===== src/rtl/pio_pkg.sv =====
package pio_pkg;

  typedef enum logic [2:0] {
    ST_IDLE,
    ST_PARK,
    ST_ADDR,
    ST_DATA,
    ST_TURN,
    ST_RECOV
  } pio_state_e;

  localparam logic [3:0] CMD_IO_READ  = 4'b0010;
  localparam logic [3:0] CMD_IO_WRITE = 4'b0011;

endpackage


===== src/rtl/pio_devsel_watch.sv =====
module pio_devsel_watch #(
  parameter int LIMIT = 5,
  localparam int CW = $clog2(LIMIT + 1)
) (
  input  logic clk,
  input  logic rst,
  input  logic clear,
  input  logic active,
  input  logic devsel_n,
  output logic timeout
);

  logic [CW-1:0] cnt;
  logic          seen;

  always_ff @(posedge clk) begin
    if (rst || clear) begin
      cnt  <= '0;
      seen <= 1'b0;
    end else if (active) begin
      if (!devsel_n)
        seen <= 1'b1;
      else if (!seen)
        cnt <= cnt + CW'(1);
    end
  end

  assign timeout = active && devsel_n && !seen && (cnt == CW'(LIMIT - 1));

  // once a target has claimed, the attempt can no longer time out
  assert_claim_blocks_abort_R6: assert property (@(posedge clk) disable iff (rst)
    (active && !devsel_n && !clear) |=> !timeout);

endmodule


===== src/rtl/pio_recov_timer.sv =====
module pio_recov_timer #(
  parameter int W   = 3,
  parameter int MIN = 2,
  parameter int MAX = 4
) (
  input  logic         clk,
  input  logic         rst,
  input  logic         load,
  input  logic [W-1:0] load_val,
  output logic         expired
);

  logic [W-1:0] cnt;

  always_ff @(posedge clk) begin
    if (rst)
      cnt <= '0;
    else if (load)
      cnt <= load_val - W'(1);
    else if (cnt != '0)
      cnt <= cnt - W'(1);
  end

  assign expired = (cnt == '0);

  // the clamp in the sequencer must deliver an in-range gap
  assert_recov_range_R9: assert property (@(posedge clk) disable iff (rst)
    load |-> (load_val >= W'(MIN)) && (load_val <= W'(MAX)));

endmodule


===== src/rtl/pci_io_initiator.sv =====
module pci_io_initiator
  import pio_pkg::*;
#(
  parameter int AD_W         = 32,
  parameter int RECOV_W      = 3,
  parameter int RECOV_MIN    = 2,
  parameter int RECOV_MAX    = 4,
  parameter int DEVSEL_LIMIT = 5,
  localparam int BE_W        = AD_W / 8
) (
  input  logic               clk,
  input  logic               rst,
  input  logic               req_valid,
  input  logic [AD_W-1:0]    req_addr,
  input  logic [BE_W-1:0]    req_be,
  input  logic               req_write,
  input  logic [AD_W-1:0]    req_wdata,
  input  logic [RECOV_W-1:0] recov_cfg,
  output logic               done,
  output logic [AD_W-1:0]    cpu_rdata,
  input  logic               bus_gnt,
  input  logic               park_other,
  output logic [AD_W-1:0]    ad_out,
  output logic               ad_oe,
  output logic [BE_W-1:0]    cbe_out,
  output logic               cbe_oe,
  output logic               frame_n,
  output logic               irdy_n,
  input  logic [AD_W-1:0]    ad_in,
  input  logic               trdy_n,
  input  logic               devsel_n,
  input  logic               stop_n
);

  pio_state_e state_q, state_d;

  logic [AD_W-1:0]    lat_addr, lat_wdata;
  logic [BE_W-1:0]    lat_be;
  logic               lat_wr;
  logic               retry_pend;

  logic               start;
  logic               fin_ok, fin_retry, fin_abort;
  logic               dev_timeout, recov_expired;
  logic [RECOV_W-1:0] recov_len;

  logic [AD_W-1:0]    cur_addr, cur_wdata;
  logic [BE_W-1:0]    cur_be;
  logic               cur_wr;

  // fresh request fields at acceptance, latched copy afterwards and on retry
  always_comb begin
    if (state_q == ST_IDLE && !retry_pend) begin
      cur_addr  = req_addr;
      cur_wdata = req_wdata;
      cur_be    = req_be;
      cur_wr    = req_write;
    end else begin
      cur_addr  = lat_addr;
      cur_wdata = lat_wdata;
      cur_be    = lat_be;
      cur_wr    = lat_wr;
    end
  end

  always_comb begin
    if (recov_cfg < RECOV_W'(RECOV_MIN))
      recov_len = RECOV_W'(RECOV_MIN);
    else if (recov_cfg > RECOV_W'(RECOV_MAX))
      recov_len = RECOV_W'(RECOV_MAX);
    else
      recov_len = recov_cfg;
  end

  assign start     = (state_q == ST_IDLE) && bus_gnt && (req_valid || retry_pend);
  assign fin_ok    = (state_q == ST_DATA) && !devsel_n && !trdy_n;
  assign fin_retry = (state_q == ST_DATA) && !devsel_n && trdy_n && !stop_n;
  assign fin_abort = dev_timeout;

  always_comb begin
    state_d = state_q;
    unique case (state_q)
      ST_IDLE:  if (start) state_d = park_other ? ST_PARK : ST_ADDR;
      ST_PARK:  state_d = ST_ADDR;
      ST_ADDR:  state_d = ST_DATA;
      ST_DATA:  if (fin_ok || fin_retry || fin_abort) state_d = ST_TURN;
      ST_TURN:  state_d = ST_RECOV;
      ST_RECOV: if (recov_expired) state_d = ST_IDLE;
      default:  state_d = ST_IDLE;
    endcase
  end

  pio_devsel_watch #(
    .LIMIT(DEVSEL_LIMIT)
  ) i_watch (
    .clk     (clk),
    .rst     (rst),
    .clear   (state_q == ST_ADDR),
    .active  (state_q == ST_DATA),
    .devsel_n(devsel_n),
    .timeout (dev_timeout)
  );

  pio_recov_timer #(
    .W  (RECOV_W),
    .MIN(RECOV_MIN),
    .MAX(RECOV_MAX)
  ) i_recov (
    .clk     (clk),
    .rst     (rst),
    .load    (state_q == ST_TURN),
    .load_val(recov_len),
    .expired (recov_expired)
  );

  always_ff @(posedge clk) begin
    if (rst) begin
      state_q    <= ST_IDLE;
      lat_addr   <= '0;
      lat_wdata  <= '0;
      lat_be     <= '0;
      lat_wr     <= 1'b0;
      retry_pend <= 1'b0;
    end else begin
      state_q <= state_d;
      if (start) begin
        lat_addr   <= cur_addr;
        lat_wdata  <= cur_wdata;
        lat_be     <= cur_be;
        lat_wr     <= cur_wr;
        retry_pend <= 1'b0;
      end else if (fin_retry) begin
        retry_pend <= 1'b1;
      end
    end
  end

  // registered bus and return outputs, decoded from the next state
  always_ff @(posedge clk) begin
    if (rst) begin
      frame_n   <= 1'b1;
      irdy_n    <= 1'b1;
      ad_oe     <= 1'b0;
      cbe_oe    <= 1'b0;
      ad_out    <= '0;
      cbe_out   <= '1;
      done      <= 1'b0;
      cpu_rdata <= '0;
    end else begin
      frame_n <= (state_d != ST_ADDR);
      irdy_n  <= (state_d != ST_DATA);
      cbe_oe  <= (state_d == ST_ADDR) || (state_d == ST_DATA);
      ad_oe   <= (state_d == ST_ADDR) || ((state_d == ST_DATA) && cur_wr);
      if (state_d == ST_ADDR) begin
        ad_out  <= cur_addr;
        cbe_out <= cur_wr ? CMD_IO_WRITE : CMD_IO_READ;
      end else if (state_d == ST_DATA) begin
        ad_out  <= cur_wdata;
        cbe_out <= ~cur_be;
      end else begin
        ad_out  <= '0;
        cbe_out <= '1;
      end
      done <= fin_ok || fin_abort;
      if (fin_ok && !lat_wr)
        cpu_rdata <= ad_in;
      else if (fin_abort && !lat_wr)
        cpu_rdata <= '1;
    end
  end

  assert_addr_single_clock_R2: assert property (@(posedge clk) disable iff (rst)
    !frame_n |=> frame_n && !irdy_n);

  assert_park_float_R3: assert property (@(posedge clk) disable iff (rst)
    (state_q == ST_IDLE && bus_gnt && (req_valid || retry_pend) && park_other)
      |=> frame_n && !ad_oe && !cbe_oe);

  assert_done_pulse_R5: assert property (@(posedge clk) disable iff (rst)
    done |=> !done);

  assert_turnaround_R8: assert property (@(posedge clk) disable iff (rst)
    $rose(irdy_n) |-> frame_n && !ad_oe && !cbe_oe);

  assert_no_frame_without_grant_R11: assert property (@(posedge clk) disable iff (rst)
    (state_q == ST_IDLE && !bus_gnt) |=> frame_n);

endmodule


===== config.mk =====
export PLATFORM = sky130hd
export DESIGN_NAME = pci_io_initiator
export DESIGN_NICKNAME = d
export VERILOG_FILES = /design/src/rtl/pio_pkg.sv /design/src/rtl/pio_devsel_watch.sv /design/src/rtl/pio_recov_timer.sv /design/src/rtl/pci_io_initiator.sv
export SDC_FILE = /design/constraint.sdc
export NUM_CORES = 1
export LEC_CHECK = 0
export ABC_AREA = 1
export BUFFER_PORTS_ARGS = -buffer_cell sky130_fd_sc_hd__buf_4
export CAP_MARGIN = 10
export CORE_UTILIZATION = 45
export CTS_CLUSTER_SIZE = 25
export DETAILED_ROUTE_END_ITERATION = 10
export PLACE_DENSITY = 0.71
export SYNTH_ARGS = -nofsm -noshare
export SYNTH_HDL_FRONTEND = slang
export SYNTH_HIERARCHICAL = 1
export SYNTH_SLANG_ARGS = --single-unit

===== constraint.sdc =====
create_clock -name clk -period 1.63 [get_ports clk]
set_input_delay 0.326 -clock clk [delete_from_list [all_inputs] [get_ports clk]]
set_output_delay 0.326 -clock clk [all_outputs]
set_load 0.05 [all_outputs]

==> parameters.txt, run 1 <==
Parameter                              Value

Run status
  Result of the run    complete, no violations

Setup path
  Highest net fanout along the worst path    4
  Cell at the slowest stage of the critical path    sky130_fd_sc_hd__dfxtp_2
  Endpoint of the worst setup timing path    i_recov/cnt[2]
  Worst Reg-to-Reg Cells    11
  Cell-by-cell listing of the critical path    buf_4 -> inv_1 -> nor3_2 -> buf_4 -> inv_2 -> nand2_1 -> nand2_1 -> inv_1 -> ha_1 -> nand3_1 -> a21oi_2
  Number of cells on the critical path    11
  R2R Path End    i_recov/cnt[2]
  Worst Path Class, Setup    reg -> reg
  Crit path from    state_q[2]
  CP endpoint kind    register
  Worst path bufs/invs    5
  R2R setup slack    0.03 ns
  Largest delay contributor family on the critical path    buffers and inverters
  Highest cell delay on the worst timing path    approximately 0.37 ns
  Startpoint of the lowest-slack register-to-register path    state_q[2]
  Required time worst endpoint    1.99 ns
  Arrival time of data at the critical path endpoint    between 1.5 and 2 ns
  CP startpoint kind    register

Timing
  Highest achievable clock rate    625.6 MHz
  Final-report hold violation count    0
  Number of setup violations in the final report    0
  Unrepaired setup endpoints after global routing    yes
  Slew Viols, Final    0
  Worst slew pin tran    around 0.38 ns
  Minimum clock period    about 1.6 ns
  Worst rel slew slack    about 75%
  Final period utilization    just under 100%
  Clock Skews    between 0.009 and 0.01 ns

Final layout
  Filler instances    around 1,200
  Layout cells sized above 1    between 30% and 40%
  Multi-input gate area    0.002998 mm^2
  Inserted Diodes    0
  Core Util, Final    between 60% and 70%
  Post-layout nets    1,147
  Area delta synth->final    38.15%
  Reg area    around 0.0031 mm^2

Synth
  Post-synthesis net count    between 900 and 1,000
  Cell type with the highest aggregate area in the netlist    sky130_fd_sc_hd__dfxtp_1
  Sequential area share after synthesis    a little under half
  Warnings from Yosys    6
  Most instantiated cells after synthesis    sky130_fd_sc_hd__nand2_1, sky130_fd_sc_hd__dfxtp_1, sky130_fd_sc_hd__nor2_1, sky130_fd_sc_hd__o21ai_1, sky130_fd_sc_hd__o21ai_0
  EDFF count, synth    0
  Flop and latch count out of synthesis    153
  Primary flip-flop cell chosen by synthesis mapping    sky130_fd_sc_hd__dfxtp_1
  Gate Count Post-Synth    between 800 and 900
  Ranking of synthesized cells by area    sky130_fd_sc_hd__dfxtp_1, sky130_fd_sc_hd__nand2_1, sky130_fd_sc_hd__nor2_1, sky130_fd_sc_hd__o21ai_1, sky130_fd_sc_hd__o21ai_0
  Mapped cell area    approximately 0.0065 mm^2
  Yosys top cell area share    a little under half
  Asr flop ratio synth    0%
  Dominant cell by count in the synthesized netlist    sky130_fd_sc_hd__nand2_1
  Synthesized area per cell    7.642 um^2
  Number of unique standard cell types used by synthesis    33

Detailed routing
  Wire length per cell    between 15 and 20 um
  Total number of vias    around 6,300
  DRC violations left    0
  Drt first-iter violations    520
  Sum of routed wire length over all layers    ~19,000 um
  Remaining antenna violation count    0
  First drt pass iteration count    5
  Via density per instance    ~5.2

Floorplan
  Die X    121.9 um
  Die Ht    ~120 um
  Die Footprint    approximately 0.015 mm^2
  Number of cell rows    43
  Placeable core region    0.01393 mm^2
  Initial cell density of the core    approximately 46%
  Number of I/O pins    about 190

Place
  Estimated wirelength of the detail-placed design    around 12,000 um
  Total of buffers placed on input and output ports    roughly 180
  Routability congestion estimate from global placement    0.8068

CTS
  Total CTS buffers    17
  Clock-pin slew of the registers on the worst-case setup and hold paths    0.06 ns
  CTS Root Cell    sky130_fd_sc_hd__clkbuf_16
  Num Clock Sinks    between 150 and 200
  Maximum number of buffers from clock root to sink    2
  Clock H-tree levels    4
  Worst skew pair latency    between 0.4 and 0.5 ns
  Clock tree from TritonCTS    built

GRT
  Largest net degree at the start of global routing    50
  Wire length of the first global-routing pass    around 29,000 um
  Gr ovfl total    0
  Number of global-route vias before repair    roughly 6,000
  Antenna violations before repair    0
  Aggregate global-route resource usage    24.68%

Pwr
  Power density of the placed cells    1128 mW/mm^2
  Net load switching power    2.941 mW
  Internal power summed over all cells    approximately 7 mW
  Comb pwr share    between 20% and 30%
  Leakage    approximately 4 nW
  Max rail drop VDD    between 0.7 and 0.8 mV
  Total power    10.08 mW
  Switching power as a share of total power    between 20% and 30%
  Clock network fraction of design power    between 30% and 40%
  Portion of total power attributed to sequential cells    about 41%

Run
  Max cap viols    0

Min path
  Class of the tightest hold or removal check    in -> reg
-- layer usage --
layer | vias to the layer above | GRT usage [%] | part of all wire [%]
met5 | - | 0 | 0
met4 | 0 | 10.34 | 2.1
met3 | 34 | 5.290 | 5.9
met2 | 196 | 41.03 | 49
met1 | 2921 | 30.78 | 43
li1 | 3159 | - | -
-- logic make-up after synthesis --
kind of cell | count (synthesis) | synth area share [%]
and+or+nand+nor | 419 | 30.60
adders and majority gates | 3 | 0.5807
muxes | 1 | 0.1548
DFF | 153 | 47.38
AOI/OAI and AO/OA | 178 | 14.15
buffers and inverters | 92 | 7.142
-- layout make-up --
class / instances / share of cell area, %
clock buffer: 26 / 5.702
sequential: 153 / 34.37
timing repair buffer: 229 / 21.88
clock inverter: 6 / 0.7005
inverter: 30 / 1.261
tap: 180 / 2.522
multi-input combinational: 601 / 33.57
-- worst register-to-register path: cells and delay by family, from the launching register on --
kind | cells | cell delay, ns
adder cells (fa/ha/maj) | 1 | 0.16
AO/OA/AOI/OAI | 1 | 0.13
flip-flops | 1 | 0.37
AND/OR/NAND/NOR | 4 | 0.38
buffers and inverters | 5 | 0.51
-- metrics by stage --
stage	instance area, um^2	TNS [ns]	setup slack (ns)	cells	hold slack [ns]
final	8931	0	0.03158	1225	0.1355
after global routing	8931	-0.4926	-0.07255	1225	0.1243
after CTS	8727	0	0.002267	1217	0.1212
after detailed placement	8155	0	0.02883	1185	0.4375
after global placement	8155	0	0.03778	1185	0.4308
after floorplan	6470	0	0.03464	846	0.4028
-- worst min path at each step --
stage,startpoint,to,slack [ns],depth (start not counted)
after global routing,rst,lat_addr[31],0.12,2
after CTS,rst,lat_addr[31],0.12,2
after detailed placement,lat_addr[4],lat_addr[4],0.44,2
final,rst,lat_addr[31],0.14,2
after floorplan,rst,i_watch/seen,0.40,1
after global placement,lat_addr[2],lat_addr[2],0.43,2
-- state kept, by name, summed over array words and instances, names as in the netlist, 4 cells and up --
name and count:
ad_out 32, cbe_out 4, cpu_rdata 32, lat_addr 32, lat_be 4, lat_wdata 32
-- power groups by stage --
| stage | Combinational [mW] | Clock (mW) | Sequential [mW] |
|---|---|---|---|
| global placement | 2.10 | 0 | 4.20 |
| global route | 2.35 | 4.01 | 4.16 |
| CTS | 2.13 | 3.85 | 4.13 |
| floorplan | 1.12 | 0 | 4.49 |
| finish | 2.14 | 3.80 | 4.13 |
| detailed placement | 2.12 | 0 | 4.21 |
-- cell usage in the layout, fill, tap and decap left out, drive strengths merged, types with 2 or more instances in the layout --
cell type	n
a21oi	42
and2	2
buf	225
clkbuf	30
clkinv	5
dfxtp	153
ha	3
inv	30
nand2	183
nand3	8
nand4	34
nor2	119
nor3	41
o21ai	132
or2	31
-- repair_timing --
| action | CTS | global route |
|---|---|---|
| hold buffers | 0 | 0 |
| gates resized for setup | 0 | 29 |
| setup endpoints to repair | 0 | 95 |
| buffers inserted | 0 | 3 |
Note: power is estimated with default switching activity, not from simulation.
==> run 2: changes to the inputs <==
CORE_ASPECT_RATIO = 1.2   (was default)
CORE_UTILIZATION = 47   (was 45)
PLACE_DENSITY = 0.75   (was 0.71)
==> parameters.txt, run 2 (synthesis gave the netlist of run 1 again) <==
Parameter                              Value

Timing
  Slew Viols, Final    0
  Worst slew pin tran    ~0.4 ns
  Unrepaired setup endpoints after global routing    yes
  Highest achievable clock rate    slightly below 600 MHz
  Minimum clock period    between 1.5 and 2 ns
  Worst rel slew slack    72.57%
  Final-report hold violation count    0
  Clock Skews    between 0.007 and 0.008 ns
  Final period utilization    103.6%
  Number of setup violations in the final report    24
  Setup slack after layout    -0.05935 ns

Place
  Total of buffers placed on input and output ports    roughly 180
  Placed Cells    about 1,200
  Estimated wirelength of the detail-placed design    around 12,000 um
  Routability congestion estimate from global placement    roughly 0.80
  Placed standard-cell area    ~0.008 mm^2

GRT
  Number of global-route vias before repair    just under 6,000
  Aggregate global-route resource usage    between 20 and 25%
  Largest net degree at the start of global routing    39
  Antenna violations before repair    0
  Gr ovfl total    0
  Wire length of the first global-routing pass    roughly 28,000 um

Detailed routing
  Sum of routed wire length over all layers    around 18,000 um
  DRC violations left    0
  Wire length per cell    14.91 um
  First drt pass iteration count    5
  Via density per instance    a little over 5
  Remaining antenna violation count    0
  Drt first-iter violations    362
  Total number of vias    roughly 6,300

Setup path
  Crit path from    state_q[1]
  Cell-by-cell listing of the critical path    nand2_4 -> nor2_4 -> nand3_2 -> nor2_4 -> inv_2 -> buf_6 -> o21ai_4 -> clkbuf_16 -> nor2_1 -> nor2_1
  Required time worst endpoint    between 1.5 and 2 ns
  Highest cell delay on the worst timing path    between 0.3 and 0.4 ns
  Largest delay contributor family on the critical path    simple AND/OR/NAND/NOR gates
  CP endpoint kind    register
  Highest net fanout along the worst path    8
  Worst Path Class, Setup    reg -> reg
  CP startpoint kind    register
  Worst Reg-to-Reg Cells    10
  Cell at the slowest stage of the critical path    sky130_fd_sc_hd__dfxtp_4
  Startpoint of the lowest-slack register-to-register path    state_q[1]
  Worst path bufs/invs    3
  R2R Path End    cpu_rdata[22]
  R2R setup slack    -0.06 ns
  Arrival time of data at the critical path endpoint    roughly 2 ns

Floorplan
  Die X    109.1 um
  Die Footprint    about 0.014 mm^2
  Placeable core region    roughly 0.013 mm^2
  Initial cell density of the core    a little under 50%
  Die Ht    around 130 um
  Number of I/O pins    about 190
  Number of cell rows    46

CTS
  Maximum number of buffers from clock root to sink    2
  Total CTS buffers    17
  Clock tree from TritonCTS    built
  Hold-fix buffer count after cts    0
  CTS Root Cell    sky130_fd_sc_hd__clkbuf_16
  Worst skew pair latency    roughly 0.42 ns
  Clock-pin slew of the registers on the worst-case setup and hold paths    0.06 ns
  Num Clock Sinks    153
  Clock H-tree levels    4

Min path
  Hold path startpoint    ad_in[9]
  Number of cells on the worst hold path    3
  End point of the most critical hold path    cpu_rdata[9]
  Class of the tightest hold or removal check    in -> reg

Final layout
  Post-layout nets    approximately 1,100
  Layout cells sized above 1    around 33%
  Area delta synth->final    37.70%
  Area of all placed cells without fillers    approximately 0.0089 mm^2
  Most frequent standard cell in the layout excluding fill and tap cells    sky130_fd_sc_hd__buf_4
  Top library cells by usage in the layout, fill and taps aside    sky130_fd_sc_hd__buf_4, sky130_fd_sc_hd__nand2_1, sky130_fd_sc_hd__dfxtp_1
  Inserted Diodes    0
  Non-filler instance count after layout    between 1,000 and 1,500

Pwr
  Power density of the placed cells    1139 mW/mm^2
  Portion of total power attributed to sequential cells    40.7%
  Max rail drop VDD    0.7567 mV
  Switching power as a share of total power    29.65%
  Net load switching power    3.007 mW
  Leakage    roughly 3.9 nW
  Internal power summed over all cells    7.134 mW
  Comb pwr share    between 20% and 30%
  Clock network fraction of design power    37.7%

Run
  Max cap viols    0

Run status
  Result of the run    finished, violations left
  Failing checks    setup timing
[run 2: power groups by stage]
stage	registers (mW)	logic (mW)	clock network, mW
after floorplan	4.49	1.12	0
final	4.13	2.19	3.82
after global placement	4.20	2.09	0
after detailed placement	4.21	2.12	0
after global routing	4.16	2.39	4.02
after CTS	4.13	2.13	3.86
[run 2: repair_timing]
| item | in CTS | in global routing |
|---|---|---|
| setup buffers | 0 | 3 |
| setup endpoints to repair | 2 | 109 |
| pin swaps | 0 | 7 |
| gates cloned | 0 | 4 |
| gates resized for setup | 2 | 41 |
[run 2: worst register-to-register path: stages, from the launching register on]
cell	delay (ns)
sky130_fd_sc_hd__dfxtp_4	0.37
sky130_fd_sc_hd__nand2_4	0.06
sky130_fd_sc_hd__nor2_4	0.15
sky130_fd_sc_hd__nand3_2	0.11
sky130_fd_sc_hd__nor2_4	0.13
sky130_fd_sc_hd__inv_2	0.05
sky130_fd_sc_hd__buf_6	0.11
sky130_fd_sc_hd__o21ai_4	0.28
sky130_fd_sc_hd__clkbuf_16	0.23
sky130_fd_sc_hd__nor2_1	0.05
sky130_fd_sc_hd__nor2_1	0.08
[run 2: how the worst max path moves through the flow]
stage               endpoint  slack (ns)  depth (start not counted)
2_1_floorplan     ad_out[10]        0.03                         11
3_3_place_gp    lat_addr[26]        0.09                          7
3_5_place_dp       ad_out[1]        0.02                         10
4_1_cts        cpu_rdata[21]       0.008                         10
5_1_grt         cpu_rdata[2]       -0.12                         10
6_report       cpu_rdata[22]       -0.06                         10
[run 2: metal layers]
layer,global-route usage (%),up-vias,part of all wire (%)
met4,9.857,0,2.1
met5,0,-,0
met3,4.861,29,5.0
met2,41.29,197,49
met1,31.70,2891,44
li1,-,3150,-
[run 2: metrics by stage]
step	utilization, %	total power, mW	hold WS [ns]	setup TNS [ns]	worst slack (ns)
after floorplan	-	5.607	0.4028	0	0.03464
after global placement	61.40	6.290	0.4316	0	0.08507
after global routing	66.96	10.57	0.1672	-5.274	-0.1218
final	66.96	10.14	0.1546	-0.7552	-0.05935
after detailed placement	61.40	6.326	0.4404	0	0.02031
after CTS	65.70	10.12	0.1602	0	0.008463
[run 2: area by class of cell]
type / instances / area [um^2]
fill: 1130 / 4393
sequential: 153 / 3070
multi-input combinational: 601 / 3008
timing repair buffer: 229 / 1933
clock buffer: 18 / 439.2
tap: 168 / 210.2
clock inverter: 13 / 128.9
inverter: 30 / 112.6
